===== src/rtl/xirq_pkg.sv =====
package xirq_pkg;
  localparam logic [7:0] CODE_SRC_BASE = 8'h0A;
  localparam logic [7:0] CODE_NMI      = 8'h08;

  // Vector code of source idx; indices at or above n_int denote the NMI.
  function automatic logic [7:0] src_code(input int idx, input int n_int);
    if (idx >= n_int) return CODE_NMI;
    return CODE_SRC_BASE + 8'(idx);
  endfunction
endpackage


===== src/rtl/xirq_sync.sv =====
module xirq_sync #(
  parameter int WIDTH  = 5,
  parameter int STAGES = 2
) (
  input  logic             clk,
  input  logic             rst,
  input  logic [WIDTH-1:0] din,
  output logic [WIDTH-1:0] dout
);
  genvar g;
  generate
    for (g = 0; g < WIDTH; g++) begin : g_lane
      logic [STAGES-1:0] chain;
      always_ff @(posedge clk) begin
        if (rst) chain <= '0;
        else     chain <= {chain[STAGES-2:0], din[g]};
      end
      assign dout[g] = chain[STAGES-1];
    end
  endgenerate
endmodule


===== src/rtl/xirq_detect.sv =====
module xirq_detect #(
  parameter int N_INT = 4,
  localparam int NSRC = N_INT + 1
) (
  input  logic             clk,
  input  logic             rst,
  input  logic [NSRC-1:0]  lvl,
  input  logic [N_INT-1:0] fall_sel,
  input  logic             lvl0_mode,
  input  logic             nmi_both,
  output logic [NSRC-1:0]  prev,
  output logic [NSRC-1:0]  req
);
  always_ff @(posedge clk) begin
    if (rst) prev <= '0;
    else     prev <= lvl;
  end

  genvar g;
  generate
    for (g = 0; g < N_INT; g++) begin : g_src
      logic rise, fall;
      assign rise = lvl[g] & ~prev[g];
      assign fall = ~lvl[g] & prev[g];
      if (g == 0) begin : g_lvl_capable
        assign req[g] = lvl0_mode ? lvl[g] : (fall_sel[g] ? fall : rise);
      end else begin : g_edge_only
        assign req[g] = fall_sel[g] ? fall : rise;
      end
    end
  endgenerate

  assign req[N_INT] = nmi_both ? (lvl[N_INT] ^ prev[N_INT])
                               : (prev[N_INT] & ~lvl[N_INT]);
endmodule


===== src/rtl/xirq_flags.sv =====
module xirq_flags #(
  parameter int N_INT = 4,
  localparam int NSRC = N_INT + 1
) (
  input  logic            clk,
  input  logic            rst,
  input  logic [NSRC-1:0] req,
  input  logic [NSRC-1:0] clr,
  input  logic            lvl0_mode,
  output logic [NSRC-1:0] pend
);
  genvar g;
  generate
    for (g = 0; g < NSRC; g++) begin : g_flag
      logic nxt;
      if (g == 0) begin : g_mixed
        // level mode: clear wins this cycle, level re-sets on the next
        assign nxt = lvl0_mode ? (~clr[g] & (pend[g] | req[g]))
                               : (req[g] | (pend[g] & ~clr[g]));
      end else begin : g_edge
        assign nxt = req[g] | (pend[g] & ~clr[g]);
      end
      always_ff @(posedge clk) begin
        if (rst) pend[g] <= 1'b0;
        else     pend[g] <= nxt;
      end
    end
  endgenerate
endmodule


===== src/rtl/xirq_ctrl.sv =====
module xirq_ctrl #(
  parameter int          N_INT     = 4,
  parameter int          ADDR_W    = 8,
  parameter int          DATA_W    = 8,
  parameter int          CODE_W    = 6,
  parameter int          SYNC_STG  = 2,
  parameter logic [7:0]  MODE_ADDR = 8'h8C,
  parameter logic [7:0]  CLR_ADDR  = 8'h88
) (
  input  logic              clk,
  input  logic              rst,
  input  logic              wr_en,
  input  logic [ADDR_W-1:0] wr_addr,
  input  logic [DATA_W-1:0] wr_data,
  input  logic              ack_en,
  input  logic [CODE_W-1:0] ack_code,
  input  logic [N_INT-1:0]  irq_pin,
  input  logic              nmi_pin,
  output logic [N_INT-1:0]  irq_pend,
  output logic              nmi_pend
);
  import xirq_pkg::*;

  localparam int NSRC    = N_INT + 1;
  localparam int MODE_HI = N_INT + 2;

  logic [N_INT-1:0] fall_sel_q;
  logic             lvl0_q;
  logic             nmi_both_q;
  logic             mode_wr, clr_wr;
  logic [NSRC-1:0]  s_pins, prev_pins, req, clr, pend_all;

  assign mode_wr = wr_en && (wr_addr == ADDR_W'(MODE_ADDR))
                   && (wr_data[DATA_W-1:MODE_HI] == '0);
  assign clr_wr  = wr_en && (wr_addr == ADDR_W'(CLR_ADDR));

  always_ff @(posedge clk) begin
    if (rst) begin
      fall_sel_q <= '0;
      lvl0_q     <= 1'b0;
      nmi_both_q <= 1'b0;
    end else if (mode_wr) begin
      fall_sel_q <= wr_data[2 +: N_INT];
      lvl0_q     <= wr_data[1];
      nmi_both_q <= wr_data[0];
    end
  end

  genvar g;
  generate
    for (g = 0; g < NSRC; g++) begin : g_clr
      localparam logic [7:0] CODE = src_code(g, N_INT);
      assign clr[g] = (clr_wr && (wr_data == DATA_W'(CODE)))
                    || (ack_en && ({2'b00, ack_code} == 8'(CODE)));
    end
  endgenerate

  xirq_sync #(.WIDTH(NSRC), .STAGES(SYNC_STG)) u_sync (
    .clk (clk),
    .rst (rst),
    .din ({nmi_pin, irq_pin}),
    .dout(s_pins)
  );

  xirq_detect #(.N_INT(N_INT)) u_detect (
    .clk      (clk),
    .rst      (rst),
    .lvl      (s_pins),
    .fall_sel (fall_sel_q),
    .lvl0_mode(lvl0_q),
    .nmi_both (nmi_both_q),
    .prev     (prev_pins),
    .req      (req)
  );

  xirq_flags #(.N_INT(N_INT)) u_flags (
    .clk      (clk),
    .rst      (rst),
    .req      (req),
    .clr      (clr),
    .lvl0_mode(lvl0_q),
    .pend     (pend_all)
  );

  assign irq_pend = pend_all[N_INT-1:0];
  assign nmi_pend = pend_all[N_INT];
endmodule


===== config.mk =====
export PLATFORM = sky130hd
export DESIGN_NAME = xirq_ctrl
export DESIGN_NICKNAME = d
export VERILOG_FILES = /design/src/rtl/xirq_pkg.sv /design/src/rtl/xirq_sync.sv /design/src/rtl/xirq_detect.sv /design/src/rtl/xirq_flags.sv /design/src/rtl/xirq_ctrl.sv
export SDC_FILE = /design/constraint.sdc
export NUM_CORES = 1
export LEC_CHECK = 0
export BUFFER_PORTS_ARGS = -buffer_cell sky130_fd_sc_hd__buf_2
export CAP_MARGIN = 20
export CORE_UTILIZATION = 45
export DETAILED_ROUTE_END_ITERATION = 16
export PLACE_DENSITY = 0.72
export SLEW_MARGIN = 20
export SYNTH_ARGS = -nofsm -noshare
export SYNTH_HDL_FRONTEND = slang
export SYNTH_SLANG_ARGS = --single-unit

===== constraint.sdc =====
create_clock -name clk -period 1.8 [get_ports clk]
set_input_delay 0.27 -clock clk [delete_from_list [all_inputs] [get_ports clk]]
set_output_delay 0.27 -clock clk [all_outputs]
set_load 0.02 [all_outputs]

==> results.txt <==
----------------------------------------------------
[Power and ir drop]
  Net Sw Frac ... 0.225
  Clock power share ... 0.285
  Leakage power figure ... 0.597 nW
  Power per unit of standard cell area ... 745 mW/mm2
  Sequential share of power ... 0.605
  Power consumption ... 0.997 mW
  Switching power ... 0.224 mW
  Cell-internal power ... 0.772 mW
  Worst vdd ir ... 0.000658 V
  Fraction of power consumed by combinational cells ... 0.111

[Worst setup path]
  Worst reg2reg path startpoint ... u_sync.g_lane[1].chain[1]
  Type of destination of the critical path ... flip-flop
  Endpoint required time on the critical path ... 2.01 ns
  Slack of the worst reg-to-reg path ... 0.67 ns
  CP arrival ... 1.39 ns
  Critical path launch point type ... input pin
  Startpoint-to-endpoint class of the critical path ... in2reg
  Worst reg-to-reg path cell count ... 4
  Worst reg2reg endpoint ... u_flags.pend[1]
  Worst-path maximum fanout ... 4

[Synth]
  Flip-flop cell with the highest count after synthesis ... sky130_fd_sc_hd__dfxtp_1
  Synthesis-stage register bit count ... 26
  Cell variety after synth ... 33
  Cell area after synthesis ... 0.00109 mm2
  Number of enable flip-flop cells after synthesis ... 0
  Fraction of registers with async set or reset after synthesis ... 0
  Gate count after technology mapping ... 111
  Sequential-to-total area share from yosys stat ... 0.475
  Area share of the leading cell type in the synthesized netlist ... 0.475
  Synthesized Nets ... 143
  Library cell occupying the most area in the post-synthesis netlist ... sky130_fd_sc_hd__dfxtp_1
  Mean Syn Cell Area ... 9.86 um2
  Synth warnings ... 0
  Dominant cells by area after synthesis ... sky130_fd_sc_hd__dfxtp_1 48%, sky130_fd_sc_hd__nor2b_1 9.1%, sky130_fd_sc_hd__mux2i_1 5.5%

[Route]
  Average vias per placed instance ... 5.13
  Initial DRC count ... 9
  Antenna Violating Nets Remaining ... 0
  Via total after detailed routing ... 903
  Wire per inst ... 11.9 um
  Final WL ... 2.09 mm
  Remaining design rule violation count ... 0
  Drt first pass iters ... 2

[STA]
  Sum of negative setup slack ... 0 ns
  Unrepaired setup endpoints after global routing ... false
  Minimum clock period after layout ... 1.19 ns
  Final setup viols ... 0
  Count of final max-slew check failures ... 0
  Peak clock frequency supported by timing ... 842 MHz
  Final hold viol count ... 0
  Final setup margin ... 0.612 ns
  Worst slew margin ... 0.709
  Final cycle utilization of the critical path ... 0.660
  Worst Tran Pin Value ... 0.433 ns
  Post-route clock skew ... 0.00965 ns

[Hold path]
  Hold Crit Start ... nmi_pin
  Worst hold-check path type ... in2reg
  Endpoint, Worst Hold ... u_sync.g_lane[4].chain[0]
  Hold depth ... 2

[Cells and area]
  Ratio of cells with drive above 1 in the final layout ... 0.331
  Signed area change from the synthesized netlist to the final layout ... 22.2%
  Layout net count ... 181
  Most common cell after layout, fill and taps aside ... sky130_fd_sc_hd__buf_2
  Commonest cells after routing, fill and taps aside ... 35 x sky130_fd_sc_hd__buf_2, 26 x sky130_fd_sc_hd__dfxtp_1, 16 x sky130_fd_sc_hd__nor2b_1
  Count of antenna diodes in the layout ... 0

[GRT]
  Sum of overflow across all layers after global routing ... 0
  Wire length of the first global-routing pass ... 3.30 mm
  Number of antenna violations at the first check in global routing ... 0
  Total Routing Usage GR ... 0.167
  Vias in the first global route ... 856
  Maximum number of pins on one net before global-route repair ... 21

[Placement]
  Post-detailed-placement half-perimeter wirelength ... 1.64 mm
  Gpl congestion ... 0.775
  IO Port Bufs ... 35
  Pre-CTS setup slack ... 0.259 ns

[Clock network]
  Number of buffers created by CTS ... 3
  Clock tree from TritonCTS ... done
  Number of levels in the clock H-tree ... 1
  Cts hold-fix bufs ... 0
  Clock Sinks ... 26
  Total of cells resized after clock tree synthesis ... 0
  Clock tree buffer depth ... 2
  Clk_lat worst skew ... 0.31 ns
  Root Buffer ... sky130_fd_sc_hd__clkbuf_4
  Number of buffers added for setup after CTS ... 0
  Clk slew on worst S/H paths ... 0.13 ns

[Outcome]
  Status ... completed

[Die]
  Die Y ... 51.3 um
  Horizontal die dimension ... 51.3 um
  Initial standard-cell utilization of the core ... 0.486
  Die Outline Area ... 0.00263 mm2
  Area inside the core boundary ... 0.00225 mm2
  Number of standard-cell rows in the floorplan ... 17
  Top Ports ... 36

[Job]
  Max-cap violations ... 0

----------------------------------------------------
per-stage QoR:
stage | cell area (um2) | util | cells | hold WS, ns
global placement | 1300 | 0.577 | 172 | 0.419
finish | 1340 | 0.593 | 176 | 0.149
global route | 1340 | 0.593 | 176 | 0.167
floorplan | 1090 | - | 111 | 0.398
detailed placement | 1300 | 0.577 | 172 | 0.429
CTS | 1340 | 0.593 | 176 | 0.142
worst max-delay path, stage by stage:
cell	delay (ns)
sky130_fd_sc_hd__buf_2	0.11
sky130_fd_sc_hd__nor4_2	0.44
sky130_fd_sc_hd__nand4_1	0.22
sky130_fd_sc_hd__o221ai_1	0.24
sky130_fd_sc_hd__a31oi_1	0.11
routing by layer:
layer | GRT usage | part of all wire | up-vias
met1 | 0.188 | 0.47 | 411
met5 | 0 | 0 | -
met2 | 0.307 | 0.46 | 28
met3 | 0.0208 | 0.057 | 2
li1 | - | - | 462
met4 | 0.0811 | 0.0077 | 0
sequential cells by signal, indices dropped and copies added, names as in the netlist:
register / count
fall_sel_q: 4
lvl0_q: 1
nmi_both_q: 1
u_detect.prev: 5
u_flags.pend: 5
u_sync.g_lane.chain: 10
cells by family (layout without fill, tap and decap cells):
| group | after synthesis | count (layout) | share of synthesized area |
|---|---|---|---|
| AND/OR/NAND/NOR | 56 | 56 | 0.349 |
| adder cells (fa/ha/maj) | 1 | 1 | 0.0114 |
| flip-flops | 26 | 26 | 0.475 |
| AO/OA/AOI/OAI | 14 | 14 | 0.0823 |
| buffers and inverters | 8 | 45 | 0.0274 |
| multiplexers | 6 | 6 | 0.0549 |
final cells by class:
cell class	instances	area, um2
Fill cell	217	917
Tap cell	28	35.0
Inverter	5	18.8
Sequential cell	26	520
Timing Repair Buffer	36	183
Multi-Input combinational cell	77	544
Clock buffer	4	36.3
worst max path at each step:
stage | startpoint | slack, ns | depth (start not counted) | end
2_1_floorplan | wr_addr[5] | 0.59 | 4 | u_flags.pend[3]
3_3_place_gp | wr_data[5] | 0.28 | 5 | u_flags.pend[2]
3_5_place_dp | wr_data[5] | 0.26 | 5 | u_flags.pend[2]
4_1_cts | wr_data[5] | 0.61 | 5 | u_flags.pend[2]
5_1_grt | wr_data[5] | 0.53 | 5 | u_flags.pend[2]
6_report | wr_data[5] | 0.61 | 5 | u_flags.pend[2]
synthesized netlist by cell type, drive strengths merged (3+ instances only):
library cell	instances
or3b	3
inv	5
nor4	3
o21ai	3
nand4	3
nand2	6
nor2	12
nor2b	16
nand3b	3
dfxtp	26
a21oi	4
clkbuf	3
mux2i	6
power by group through the flow:
stage | Clock (mW) | Combinational, mW | Sequential (mW)
2_1_floorplan | 0 | 0.0471 | 0.621
3_3_place_gp | 0 | 0.109 | 0.615
3_5_place_dp | 0 | 0.112 | 0.615
4_1_cts | 0.295 | 0.112 | 0.603
5_1_grt | 0.304 | 0.122 | 0.605
6_report | 0.284 | 0.111 | 0.603
No activity file was read; power rests on OpenSTA's default activity.
